==> config.mk <==
export PLATFORM = sky130hd
export DESIGN_NAME = thermo_mask_enc
export DESIGN_NICKNAME = d
export VERILOG_FILES = /design/src/rtl/pfx_pkg.sv /design/src/rtl/pfx_pair_or.sv /design/src/rtl/pfx_or_net.sv /design/src/rtl/thermo_mask_enc.sv
export SDC_FILE = /design/constraint.sdc
export NUM_CORES = 1
export LEC_CHECK = 0
export ABC_AREA = 1
export BUFFER_PORTS_ARGS = -buffer_cell sky130_fd_sc_hd__buf_4
export CAP_MARGIN = 5
export CORE_MARGIN = 1
export CORE_UTILIZATION = 50
export DETAILED_ROUTE_END_ITERATION = 10
export MAX_ROUTING_LAYER = met4
export PLACE_DENSITY = 0.85
export REMOVE_ABC_BUFFERS = 1
export SYNTH_ARGS = -nofsm -noshare
export SYNTH_HDL_FRONTEND = slang
export SYNTH_HIERARCHICAL = 1
export SYNTH_SLANG_ARGS = --single-unit
==> constraint.sdc <==
create_clock -name clk -period 1.63 [get_ports clk]
set_clock_uncertainty 0.2 [all_clocks]
set_input_delay 0.4075 -clock clk [delete_from_list [all_inputs] [get_ports clk]]
set_output_delay 0.4075 -clock clk [all_outputs]
set_load 0.05 [all_outputs]
==> src/rtl/pfx_pkg.sv <==
package pfx_pkg;
    // Width at which the recursive prefix network stops splitting.
    localparam int LEAF_W = 2;
    // Latency from an accepted input to its result, in clock edges.
    localparam int PIPE_LAT = 2;
endpackage

==> src/rtl/pfx_pair_or.sv <==
module pfx_pair_or #(
    parameter int H = 8
) (
    input  logic [2*H-1:0] x,
    output logic [H-1:0]   p
);
    // Index 0 is the earliest position; pair j covers positions 2j and 2j+1.
    for (genvar j = 0; j < H; j++) begin : g_pair
        assign p[j] = x[2*j] | x[2*j+1];
    end
endmodule

==> src/rtl/pfx_or_net.sv <==
module pfx_or_net
    import pfx_pkg::*;
#(
    parameter int N = 16
) (
    input  logic [N-1:0] x,
    output logic [N-1:0] a
);
    localparam int H = N / 2;

    if (N <= LEAF_W) begin : g_leaf
        assign a[0] = x[0];
        assign a[1] = x[0] | x[1];
    end else begin : g_rec
        logic [H-1:0] pair_or;
        logic [H-1:0] half_pfx;

        pfx_pair_or #(.H(H)) u_pair (
            .x (x),
            .p (pair_or)
        );

        pfx_or_net #(.N(H)) u_half (
            .x (pair_or),
            .a (half_pfx)
        );

        for (genvar j = 0; j < H; j++) begin : g_merge
            // Second member of each pair: prefix of whole pairs 0..j.
            assign a[2*j+1] = half_pfx[j];
            if (j == 0) begin : g_first
                assign a[0] = x[0];
            end else begin : g_odd
                // First member: prefix of pairs before it plus itself.
                assign a[2*j] = half_pfx[j-1] | x[2*j];
            end
        end
    end
endmodule

==> src/rtl/thermo_mask_enc.sv <==
module thermo_mask_enc
    import pfx_pkg::*;
#(
    parameter int N = 16
) (
    input  logic         clk,
    input  logic         rst_n,
    input  logic         in_valid,
    input  logic [N-1:0] in_vec,
    output logic         out_valid,
    output logic [N-1:0] out_mask
);
    logic         vld_q;
    logic [N-1:0] vec_q;
    logic [N-1:0] pos_in;
    logic [N-1:0] pos_pfx;
    logic [N-1:0] mask_d;

    // Input stage.
    always_ff @(posedge clk) begin
        if (!rst_n) begin
            vld_q <= 1'b0;
            vec_q <= '0;
        end else begin
            vld_q <= in_valid;
            vec_q <= in_vec;
        end
    end

    // Reorder so index 0 is position 1 (the MSB), then back again.
    for (genvar k = 0; k < N; k++) begin : g_order
        assign pos_in[k]      = vec_q[N-1-k];
        assign mask_d[N-1-k]  = pos_pfx[k];
    end

    pfx_or_net #(.N(N)) u_net (
        .x (pos_in),
        .a (pos_pfx)
    );

    // Output stage.
    always_ff @(posedge clk) begin
        if (!rst_n) begin
            out_valid <= 1'b0;
            out_mask  <= '0;
        end else begin
            out_valid <= vld_q;
            out_mask  <= mask_d;
        end
    end


    mask_thermo_chk: assert property (@(posedge clk) disable iff (!rst_n)
        out_valid |-> ((out_mask & (out_mask + 1'b1)) == '0));


    valid_lat_chk: assert property (@(posedge clk) disable iff (!rst_n)
        out_valid |-> $past(in_valid, PIPE_LAT));


    zero_in_chk: assert property (@(posedge clk) disable iff (!rst_n)
        (out_valid && $past(in_vec, PIPE_LAT) == '0) |-> (out_mask == '0));


    msb_full_chk: assert property (@(posedge clk) disable iff (!rst_n)
        (out_valid && $past(in_vec[N-1], PIPE_LAT)) |-> (&out_mask));


    tail_any_chk: assert property (@(posedge clk) disable iff (!rst_n)
        out_valid |-> (out_mask[0] == $past(|in_vec, PIPE_LAT)));


    reset_idle_chk: assert property (@(posedge clk)
        !rst_n |=> (!out_valid && out_mask == '0));
endmodule

==> qor.tcl, run 1 <==
set qor(grt_first_pass_wirelength_um) 2780
set qor(dpl.hpwl_um) 1234
set qor(tritoncts_buffers) 5
set qor(n_diodes) 0
set qor(worst_setup_path_startpoint) {vec_q[15]$_SDFF_PN0_}
set qor(critical_path_required_ns) 1.67
set qor(groute.usage.overall_pct) 15.18
set qor(postLayoutSetupSlackWorst_ns) 0.1531
set qor(finalWirelength_um) 1658
set qor(drive_above_1_share_pct) 20.63
set qor(n_fill_cell) 227
set qor(hold_violations) 0
set qor(buffers_inverters_on_critical_path) 7
set qor(synth.top_cell.area_share_pct) 52.36
set qor(p_total_uw) 1721
set qor(reported_max_cap_violation_count) 0
set qor(pre_cts_slack_ns) 0.1060
set qor(critical-path-top-cell-by-count) {inv_1}
set qor(cp_cell_sequence) {inv_1, nand2_1, inv_1, nand2_2, inv_1, nand2_2, inv_1, nand2_1, inv_1, nand2_1, inv_1, nand2_1, nand2_1, inv_1}
set qor(async_flop_share_pct) 0
set qor(postLayoutCoreUtil_pct) 65.15
set qor(reg2reg_from) {vec_q[15]$_SDFF_PN0_}
set qor(critical_path_end_type) {register}
set qor(drt_iter0_markers) 13
set qor(layout-area-overhead-vs-synth_pct) 24.16
set qor(max-slew-margin-rel_pct) 80.05
set qor(synth_ff_type) {dfxtp_1}
set qor(synthMostInstantiatedCell) {inv_1}
set qor(grt_start_max_net_pins) 35
set qor(cts-root-buf) {clkbuf_4}
set qor(synth-seq-cells) 34
set qor(timing.critical_path.slowest_stage_cell) {dfxtp_2}
set qor(floorplan.die_area_mm2) 0.002808
set qor(synth-edff-count) 0
set qor(pwr_dens_mw_per_mm2) 1066
set qor(crit_path_kind) {register to register}
set qor(hold_slack_ns) 0.04847
set qor(detail_route.drc_violations) 0
set qor(cts_setup_buffers) 0
set qor(rows) 18
set qor(detail_route.first_pass.iterations) 4
set qor(initial_core_utilization_pct) 52.47
set qor(cts_tree) {yes}
set qor(syn-mean-instance-area_um2) 6.915
set qor(hold_path_class) {input port to register}
set qor(routabilityCongestion) 0.7563
set qor(arrival_time_of_the_worst_setup_path_ns) 1.51
set qor(io_pins) 36
set qor(postSynthCellCount) 188
set qor(power.ir.vdd_worst_mv) 0.6781
set qor(totalNegativeSetupSlack_ns) 0
set qor(worst-path-max-fanout) 5
set qor(report.final.slew_viol_count) 0
set qor(critical_path_s_largest_stage_delay_ns) 0.33
set qor(num_vias) 928
set qor(worst_pin_slew_ns) 0.2993
set qor(gr-total-overflow) 0
set qor(synthDominantAreaCellType) {dfxtp_1}
set qor(cts.htree.levels) 2
set qor(path_delay_family) {simple AND/OR/NAND/NOR gates}
set qor(yosysWarningCount) 6
set qor(maximum_buffer_depth_of_the_clock_tree) 2
set qor(power.static_leakage_uw) 0.001162
set qor(synth_sequential_area_ratio_pct) 52.36
set qor(insertion_delay_ns) 0.33
set qor(run_status) {finished, final reports clean}
set qor(die_y_um) 52.99
set qor(cts_sinks) 34
set qor(highest_clock_frequency_the_design_can_meet_mhz) 677.1
set qor(first_global_vias) 743
set qor(core_mm2) 0.002477
set qor(min_from) {in_vec[7]}
set qor(worstSetupPathDepth) 14
set qor(initial_antenna_violation_count) 0
set qor(finalCriticalPeriod_ns) 1.477
set qor(clock_pin_transition_on_the_worst_setup_and_hold_timing_paths_ns) 0.09
set qor(synth_commonest_cells) {inv_1 (86), nand2_1 (60), dfxtp_1 (34)}
set qor(post_cts_hold_buffer_count) 0
set qor(final_net_count) 241
set qor(post_drt_wl_per_cell_um) 6.553
set qor(r2r.worst_path.cells) 14
set qor(vias_per_cell) 3.668
set qor(place.port_buffers) 35
set qor(min_delay_path_depth) 3
set qor(synthesis.area_mm2) 0.001300
set qor(synth.area.top_cells) {dfxtp_1 (52%), inv_1 (25%), nand2_1 (17%)}
set qor(final_antenna_net_count) 0
set qor(post-route-period-util_pct) 90.61
set qor(dieWidth_um) 52.99
set qor(worstSetupStartpointType) {register}
set qor(post_synth_num_cell_types) 5
set qor(final-setup-viol-count) 0
-- worst min-delay path, cell delays in order --
cell	delay, ns
buf_4	0.07
nand2_1	0.04
inv_1	0.04
-- layout by cell type (no fill, tap or decap) --
| cell | synthesis | routed |
|---|---|---|
| buf_4 | 5 | 35 |
| clkbuf_4 | 0 | 5 |
| clkbuf_8 | 0 | 3 |
| nand2_1 | 60 | 58 |
| nand2_2 | 0 | 2 |
| dfxtp_1 | 34 | 33 |
| inv_1 | 86 | 86 |
| dfxtp_2 | 0 | 1 |
-- final timing paths --
check                      endpoint  slack, ns
min reg2reg    out_valid$_SDFF_PN0_       0.23
min             vec_q[7]$_SDFF_PN0_       0.05
max          out_mask[1]$_SDFF_PN0_       0.15
max reg2reg  out_mask[1]$_SDFF_PN0_       0.15
-- cell families (layout without fill, tap and decap cells) --
logic type	count (synthesis)	count (layout)	synth area share [%]
buf+inv	94	129	30.32
flops	34	34	52.36
simple gates	60	60	17.32
-- state kept, by name (all words and copies together) (netlist names) --
signal     cells
vld_q          1
out_mask      16
out_valid      1
vec_q         16
-- power by group --
group	switching [uW]	total [uW]	internal, uW
clock network	255	550	294
logic	179	275	96.1
registers	14.8	896	881
-- metrics by stage --
| stage | cell area, um2 | instances |
|---|---|---|
| 3_3_place_gp | 1529 | 245 |
| 5_1_grt | 1614 | 253 |
| 3_5_place_dp | 1529 | 245 |
| 6_report | 1614 | 253 |
| 2_1_floorplan | 1229 | 180 |
| 4_1_cts | 1608 | 253 |
-- per-layer routing --
metal  GRT usage, %  up-vias  share of wire [%]
li1               -      542                  -
met4          9.211        0                2.3
met5              -        -                  0
met1          14.72      354                 43
met3          8.621        5                6.8
met2          23.42       27                 48
-- cell type report --
cell class	instances	area [um2]	share of cell area (%)
flip-flops and latches	34	681.9	42.25
repair buffers	35	262.8	16.28
well taps	30	37.54	2.326
clock buffers	8	78.83	4.884
multi-input cells	60	230.2	14.26
inverters	86	322.8	20.00
-- what timing repair did --
action	in CTS	in global routing
endpoints found under the setup margin	0	1
endpoints found under the hold margin	0	0
resized for setup	0	3
No activity file was read; power rests on OpenSTA's default activity.
==> run 2: changes to the inputs <==
--- a/config.mk
+++ b/config.mk
@@ -8,11 +8,10 @@
 export ABC_AREA = 1
 export BUFFER_PORTS_ARGS = -buffer_cell sky130_fd_sc_hd__buf_4
 export CAP_MARGIN = 5
-export CORE_MARGIN = 1
-export CORE_UTILIZATION = 50
+export CORE_UTILIZATION = 54
 export DETAILED_ROUTE_END_ITERATION = 10
 export MAX_ROUTING_LAYER = met4
-export PLACE_DENSITY = 0.85
+export PLACE_DENSITY = 0.9
 export REMOVE_ABC_BUFFERS = 1
 export SYNTH_ARGS = -nofsm -noshare
 export SYNTH_HDL_FRONTEND = slang
==> constraint.sdc (replaced) <==
create_clock -name clk -period 1.8 [get_ports clk]
set_clock_uncertainty 0.2 [all_clocks]
set_input_delay 0.45 -clock clk [delete_from_list [all_inputs] [get_ports clk]]
set_output_delay 0.45 -clock clk [all_outputs]
set_load 0.05 [all_outputs]
==> run 2 against run 1 <==
Against the previous run:
- core utilization rose by 5.9 points
- global-route usage up 0.55 points
- sequential share of layout area up 0.65 points
- clock-buffer cell count down 1
- via count increased by 0.43%
- setup slack better by 0.10 ns
- clock power decreased by 27%
- flip-flop and latch count unchanged
- non-clock buffer count is the same
- worst hold slack improved by 0.059 ns
- total power fell by 15%
- first-iteration DRC count grew 15%
- critical endpoint unchanged
- largest power group unchanged
==> qor.tcl, run 2 (synthesized netlist as in run 1, its figures left out) <==
set qor(hold_path_class) {input port to register}
set qor(hold_slack_ns) 0.1079
set qor(num_vias) 932
set qor(pre_cts_slack_ns) 0.2873
set qor(mostFrequentLayoutCells) {inv_1 (86), nand2_1 (60), buf_4 (35)}
set qor(max-slew-margin-rel_pct) 80.00
set qor(vias_per_cell) 3.713
set qor(cts_resized) 0
set qor(initial_antenna_violation_count) 0
set qor(drt_iter0_markers) 15
set qor(floorplan.die_area_mm2) 0.002608
set qor(swShare_pct) 26.53
set qor(detail_route.drc_violations) 0
set qor(maximum_buffer_depth_of_the_clock_tree) 2
set qor(dpl.hpwl_um) 1250
set qor(routabilityCongestion) 0.7468
set qor(cts_sinks) 34
set qor(highest_clock_frequency_the_design_can_meet_mhz) 648.1
set qor(path_delay_family) {simple AND/OR/NAND/NOR gates}
set qor(layout_commonest_cell) {inv_1}
set qor(largestRegisters) {out_mask (16), vec_q (16)}
set qor(multi_input_area_um2) 225.2
set qor(p_switching_uw) 387.5
set qor(initial_core_utilization_pct) 58.21
set qor(cp_cell_sequence) {inv_1, nand2_1, inv_1, nand2_1, inv_1, nand2_1, inv_1, nand2_1, inv_1, nand2_1, inv_1, nand2_1, nand2_1, inv_1}
set qor(p_total_uw) 1461
set qor(grt_setup_unrepaired) {no}
set qor(layout-area-overhead-vs-synth_pct) 22.04
set qor(final-setup-viol-count) 0
set qor(n_fill_cell) 199
set qor(tritoncts_buffers) 5
set qor(place.port_buffers) 35
set qor(worst_pin_slew_ns) 0.3000
set qor(n_diodes) 0
set qor(cts_setup_buffers) 0
set qor(timing.critical_path.slowest_stage_cell) {dfxtp_1}
set qor(post_drt_wl_per_cell_um) 6.498
set qor(final_net_count) 241
set qor(postLayoutSetupSlackWorst_ns) 0.2571
set qor(gr-total-overflow) 0
set qor(post-route-period-util_pct) 85.72
set qor(first_global_vias) 719
set qor(power.internal_uw) 1073
set qor(worstSetupStartpointType) {register}
set qor(grt_first_pass_wirelength_um) 2794
set qor(critical_path_required_ns) 1.86
set qor(grt_start_max_net_pins) 35
set qor(area.sequential_um2) 680.7
set qor(worst-path-max-fanout) 5
set qor(insertion_delay_ns) 0.31
set qor(report.final.slew_viol_count) 0
set qor(critical_path_end_type) {register}
set qor(finalWirelength_um) 1631
set qor(critical_path_s_largest_stage_delay_ns) 0.34
set qor(power.ir.vdd_worst_mv) 0.7526
set qor(final_antenna_net_count) 0
set qor(groute.usage.overall_pct) 15.73
set qor(core_mm2) 0.002233
set qor(die_y_um) 51.07
set qor(hold_violations) 0
set qor(worst-r2r-setup-slack_ns) 0.26
set qor(pwr_dens_mw_per_mm2) 920.6
set qor(drive_above_1_share_pct) 18.83
set qor(share_comb_of_total_power_pct) 17.0
set qor(power_frac_seq_pct) 55.5
set qor(post_cts_hold_buffer_count) 0
set qor(detail_route.first_pass.iterations) 4
set qor(dieWidth_um) 51.07
set qor(io_pins) 36
set qor(rows) 17
set qor(power.static_leakage_uw) 0.001152
set qor(arrival_time_of_the_worst_setup_path_ns) 1.60
set qor(cts.htree.levels) 2
set qor(clkPwrFrac_pct) 27.5
set qor(clock_pin_transition_on_the_worst_setup_and_hold_timing_paths_ns) 0.09
set qor(reported_max_cap_violation_count) 0
set qor(run_status) {finished, final reports clean}
set qor(postLayoutCoreUtil_pct) 71.04
set qor(buffers_inverters_on_critical_path) 7
set qor(totalNegativeSetupSlack_ns) 0
set qor(cts_tree) {yes}
set qor(crit_path_kind) {register to register}
set qor(finalCriticalPeriod_ns) 1.543
set qor(cts-root-buf) {clkbuf_4}
-- run 2: changes by cell type in the layout (fill, tap and decap cells not counted), sizes merged --
cell,before,now
clkinv,0,1
clkbuf,8,7
-- run 2: cell type report --
type | count | area share [%]
well taps | 28 | 2.208
clock buffers | 7 | 3.470
inverters | 86 | 20.35
clock inverters | 1 | 0.3155
flip-flops and latches | 34 | 42.90
multi-input cells | 60 | 14.20
repair buffers | 35 | 16.56
-- run 2: power groups by stage --
stage	Combinational, uW	Sequential, uW	Clock, uW
after global placement	245	827	0
after floorplan	70.6	918	0
after global routing	274	815	459
after detailed placement	250	829	0
final	248	811	402
after CTS	250	811	416
-- run 2: worst reg2reg max path: cells and delay by family (launching register included) --
family        cells  cell delay, ns
simple gates      7            0.62
buf+inv           7            0.34
flops             1            0.34
-- run 2: final timing paths --
check | to | cells past startpoint | startpoint
min | vec_q[14]$_SDFF_PN0_ | 3 | in_vec[14]
max | out_mask[1]$_SDFF_PN0_ | 14 | vec_q[15]$_SDFF_PN0_
max reg2reg | out_mask[1]$_SDFF_PN0_ | 14 | vec_q[15]$_SDFF_PN0_
min reg2reg | out_valid$_SDFF_PN0_ | 2 | vld_q$_SDFF_PN0_
-- run 2: metal layers --
layer,part of all wire [%],global-route usage (%)
met1,44,15.08
met2,48,26.32
met3,5.5,5.357
met4,2.3,11.11
met5,0,-
-- run 2: through the flow --
step / cells / area (um2)
floorplan: 180 / 1229
global placement: 243 / 1526
detailed placement: 243 / 1526
CTS: 251 / 1587
global route: 251 / 1587
finish: 251 / 1587
==> run 3: changes to the inputs <==
--- a/config.mk
+++ b/config.mk
@@ -8,10 +8,11 @@
 export ABC_AREA = 1
 export BUFFER_PORTS_ARGS = -buffer_cell sky130_fd_sc_hd__buf_4
 export CAP_MARGIN = 5
-export CORE_UTILIZATION = 54
+export CORE_UTILIZATION = 50
+export CTS_CLUSTER_SIZE = 25
 export DETAILED_ROUTE_END_ITERATION = 10
 export MAX_ROUTING_LAYER = met4
-export PLACE_DENSITY = 0.9
+export PLACE_DENSITY = 0.85
 export REMOVE_ABC_BUFFERS = 1
 export SYNTH_ARGS = -nofsm -noshare
 export SYNTH_HDL_FRONTEND = slang
==> constraint.sdc (replaced) <==
create_clock -name clk -period 1.56 [get_ports clk]
set_clock_uncertainty 0.2 [all_clocks]
set_input_delay 0.39 -clock clk [delete_from_list [all_inputs] [get_ports clk]]
set_output_delay 0.39 -clock clk [all_outputs]
set_load 0.05 [all_outputs]
==> run 3 against run 2 <==
Against the previous run:
- via count is 4.4% higher
- first-iteration DRC count is 40% lower
- critical path depth is 13 lower
- total power is 24% higher
- routed wire length is 4.8% higher
- setup slack worse by 0.12 ns
- sequential power is 15% higher
==> qor.tcl, run 3 (synthesized netlist as in run 1, its figures left out) <==
set qor(run_status) {finished, final reports clean}
set qor(die_y_um) 52.99
set qor(worst-r2r-setup-slack_ns) 0.14
set qor(worst-path-max-fanout) 1
set qor(finalCriticalPeriod_ns) 1.425
set qor(arrival_time_of_the_worst_setup_path_ns) 0.84
set qor(swShare_pct) 26.00
set qor(report.final.slew_viol_count) 0
set qor(layout_commonest_cell) {inv_1}
set qor(post-route-period-util_pct) 91.36
set qor(first_global_vias) 770
set qor(global_route.peak_usage_layer) {met2}
set qor(min_from) {in_vec[13]}
set qor(reported_max_cap_violation_count) 0
set qor(final_antenna_net_count) 0
set qor(worstSetupStartpointType) {register}
set qor(insertion_delay_ns) 0.31
set qor(grt_first_pass_wirelength_um) 2946
set qor(crit_path_kind) {register to primary output}
set qor(vias_per_cell) 3.801
set qor(reg2reg_from) {vec_q[15]$_SDFF_PN0_}
set qor(largestRegisters) {out_mask (16), vec_q (16)}
set qor(share_comb_of_total_power_pct) 16.4
set qor(initial_core_utilization_pct) 52.47
set qor(min_delay_path_depth) 3
set qor(met2_usage_pct) 24.47
set qor(cts_tree) {yes}
set qor(drive_above_1_share_pct) 22.57
set qor(core_mm2) 0.002477
set qor(mostFrequentLayoutCells) {inv_1 (85), nand2_1 (57), buf_4 (38)}
set qor(hold_violations) 0
set qor(detail_route.drc_violations) 0
set qor(path_delay_family) {flip-flops}
set qor(finalWirelength_um) 1709
set qor(power.ir.vdd_worst_mv) 0.6998
set qor(drt_iter0_markers) 9
set qor(floorplan.die_area_mm2) 0.002808
set qor(num_vias) 973
set qor(totalNegativeSetupSlack_ns) 0
set qor(hold_path_class) {input port to register}
set qor(dieWidth_um) 52.99
set qor(hold_end) {vec_q[13]$_SDFF_PN0_}
set qor(critical_path_required_ns) 0.97
set qor(critical_path_end_type) {primary output}
set qor(pwr_dens_mw_per_mm2) 1101
set qor(tritoncts_buffers) 5
set qor(routabilityCongestion) 0.7229
set qor(grt_use_met3_pct) 5.172
set qor(groute.usage.overall_pct) 15.11
set qor(r2r.worst_path.cells) 13
set qor(final_cell_count_no_fill) 256
set qor(clkPwrFrac_pct) 31.7
set qor(cts-root-buf) {clkbuf_4}
set qor(power_frac_seq_pct) 51.9
set qor(cp_cell_sequence) {buf_4}
set qor(cts.htree.levels) 2
set qor(dp_cells) 246
set qor(io_pins) 36
set qor(worst_pin_slew_ns) 0.2924
set qor(cts_sinks) 34
set qor(power.internal_uw) 1335
set qor(maximum_buffer_depth_of_the_clock_tree) 2
set qor(met1_usage_pct) 16.29
set qor(clock_pin_transition_on_the_worst_setup_and_hold_timing_paths_ns) 0.09
set qor(n_diodes) 0
set qor(dpl.hpwl_um) 1268
set qor(max-slew-margin-rel_pct) 80.51
set qor(final-setup-viol-count) 0
set qor(timing.critical_path.slowest_stage_cell) {dfxtp_1}
set qor(post_cts_hold_buffer_count) 0
set qor(place.port_buffers) 35
set qor(power.static_leakage_uw) 0.001174
set qor(layout-area-overhead-vs-synth_pct) 26.08
set qor(r2r-end) {out_mask[5]$_SDFF_PN0_}
set qor(grt_setup_unrepaired) {no}
set qor(critical_path_s_largest_stage_delay_ns) 0.33
set qor(highest_clock_frequency_the_design_can_meet_mhz) 701.7
set qor(buffers_inverters_on_critical_path) 1
set qor(grt_start_max_net_pins) 35
set qor(gr-total-overflow) 0
set qor(p_switching_uw) 469.2
set qor(detail_route.first_pass.iterations) 4
set qor(initial_antenna_violation_count) 0
set qor(final_net_count) 244
set qor(rows) 18
set qor(post_drt_wl_per_cell_um) 6.676
[run 3: changes by cell type in the layout (fill, tap and decap cells not counted), sizes merged]
cell / change
buf: +3
clkbuf: +1
clkinv: -1
[run 3: metal layers]
| metal | routed length (um) | share of wire [%] | up-vias |
|---|---|---|---|
| met5 | 0 | 0 | - |
| met4 | 24 | 1.4 | 0 |
| met3 | 80 | 4.7 | 2 |
| met2 | 888 | 52 | 26 |
| met1 | 715 | 42 | 398 |
| li1 | - | - | 547 |
[run 3: worst max-delay path by stage]
stage	cells after the start	slack (ns)	end	startpoint
final	1	0.13	out_valid	out_valid$_SDFF_PN0_
after global routing	13	0.003	out_mask[5]$_SDFF_PN0_	vec_q[15]$_SDFF_PN0_
after CTS	14	0.05	out_mask[1]$_SDFF_PN0_	vec_q[15]$_SDFF_PN0_
after detailed placement	14	0.10	out_mask[1]$_SDFF_PN0_	vec_q[15]$_SDFF_PN0_
after global placement	14	0.16	out_mask[1]$_SDFF_PN0_	vec_q[15]$_SDFF_PN0_
after floorplan	14	0.20	out_mask[1]$_SDFF_PN0_	vec_q[15]$_SDFF_PN0_
[run 3: repair_timing]
item / 4_1_cts / 5_1_grt
endpoints found under the hold margin: 0 / 0
gates resized for setup: 0 / 5
endpoints found under the setup margin: 0 / 2
buffers inserted: 0 / 2
[run 3: cell type report]
| cell class | count | area, um2 |
|---|---|---|
| fill | 225 | 838.3 |
| sequential | 34 | 681.9 |
| inverter | 86 | 322.8 |
| timing repair buffer | 38 | 285.3 |
| multi-input combinational | 60 | 232.7 |
| clock buffer | 8 | 78.83 |
| tap | 30 | 37.54 |
[run 3: through the flow]
stage	hold WS [ns]	area (um2)	total power (uW)	worst slack [ns]	utilization, %
after floorplan	0.1900	1229	1140	0.1963	-
after global placement	0.1940	1536	1241	0.1640	62.02
after detailed placement	0.2176	1536	1248	0.1027	62.02
after CTS	0.03370	1615	1824	0.04897	65.20
after global routing	0.03678	1639	1909	0.003201	66.16
final	0.04854	1639	1804	0.1349	66.16
[run 3: power groups by stage]
| stage | clock network [uW] | logic, uW | registers (uW) |
|---|---|---|---|
| 3_5_place_dp | 0 | 292 | 956 |
| 6_report | 572 | 296 | 936 |
| 5_1_grt | 637 | 330 | 942 |
| 2_1_floorplan | 0 | 81.5 | 1060 |
| 3_3_place_gp | 0 | 286 | 955 |
| 4_1_cts | 595 | 293 | 936 |
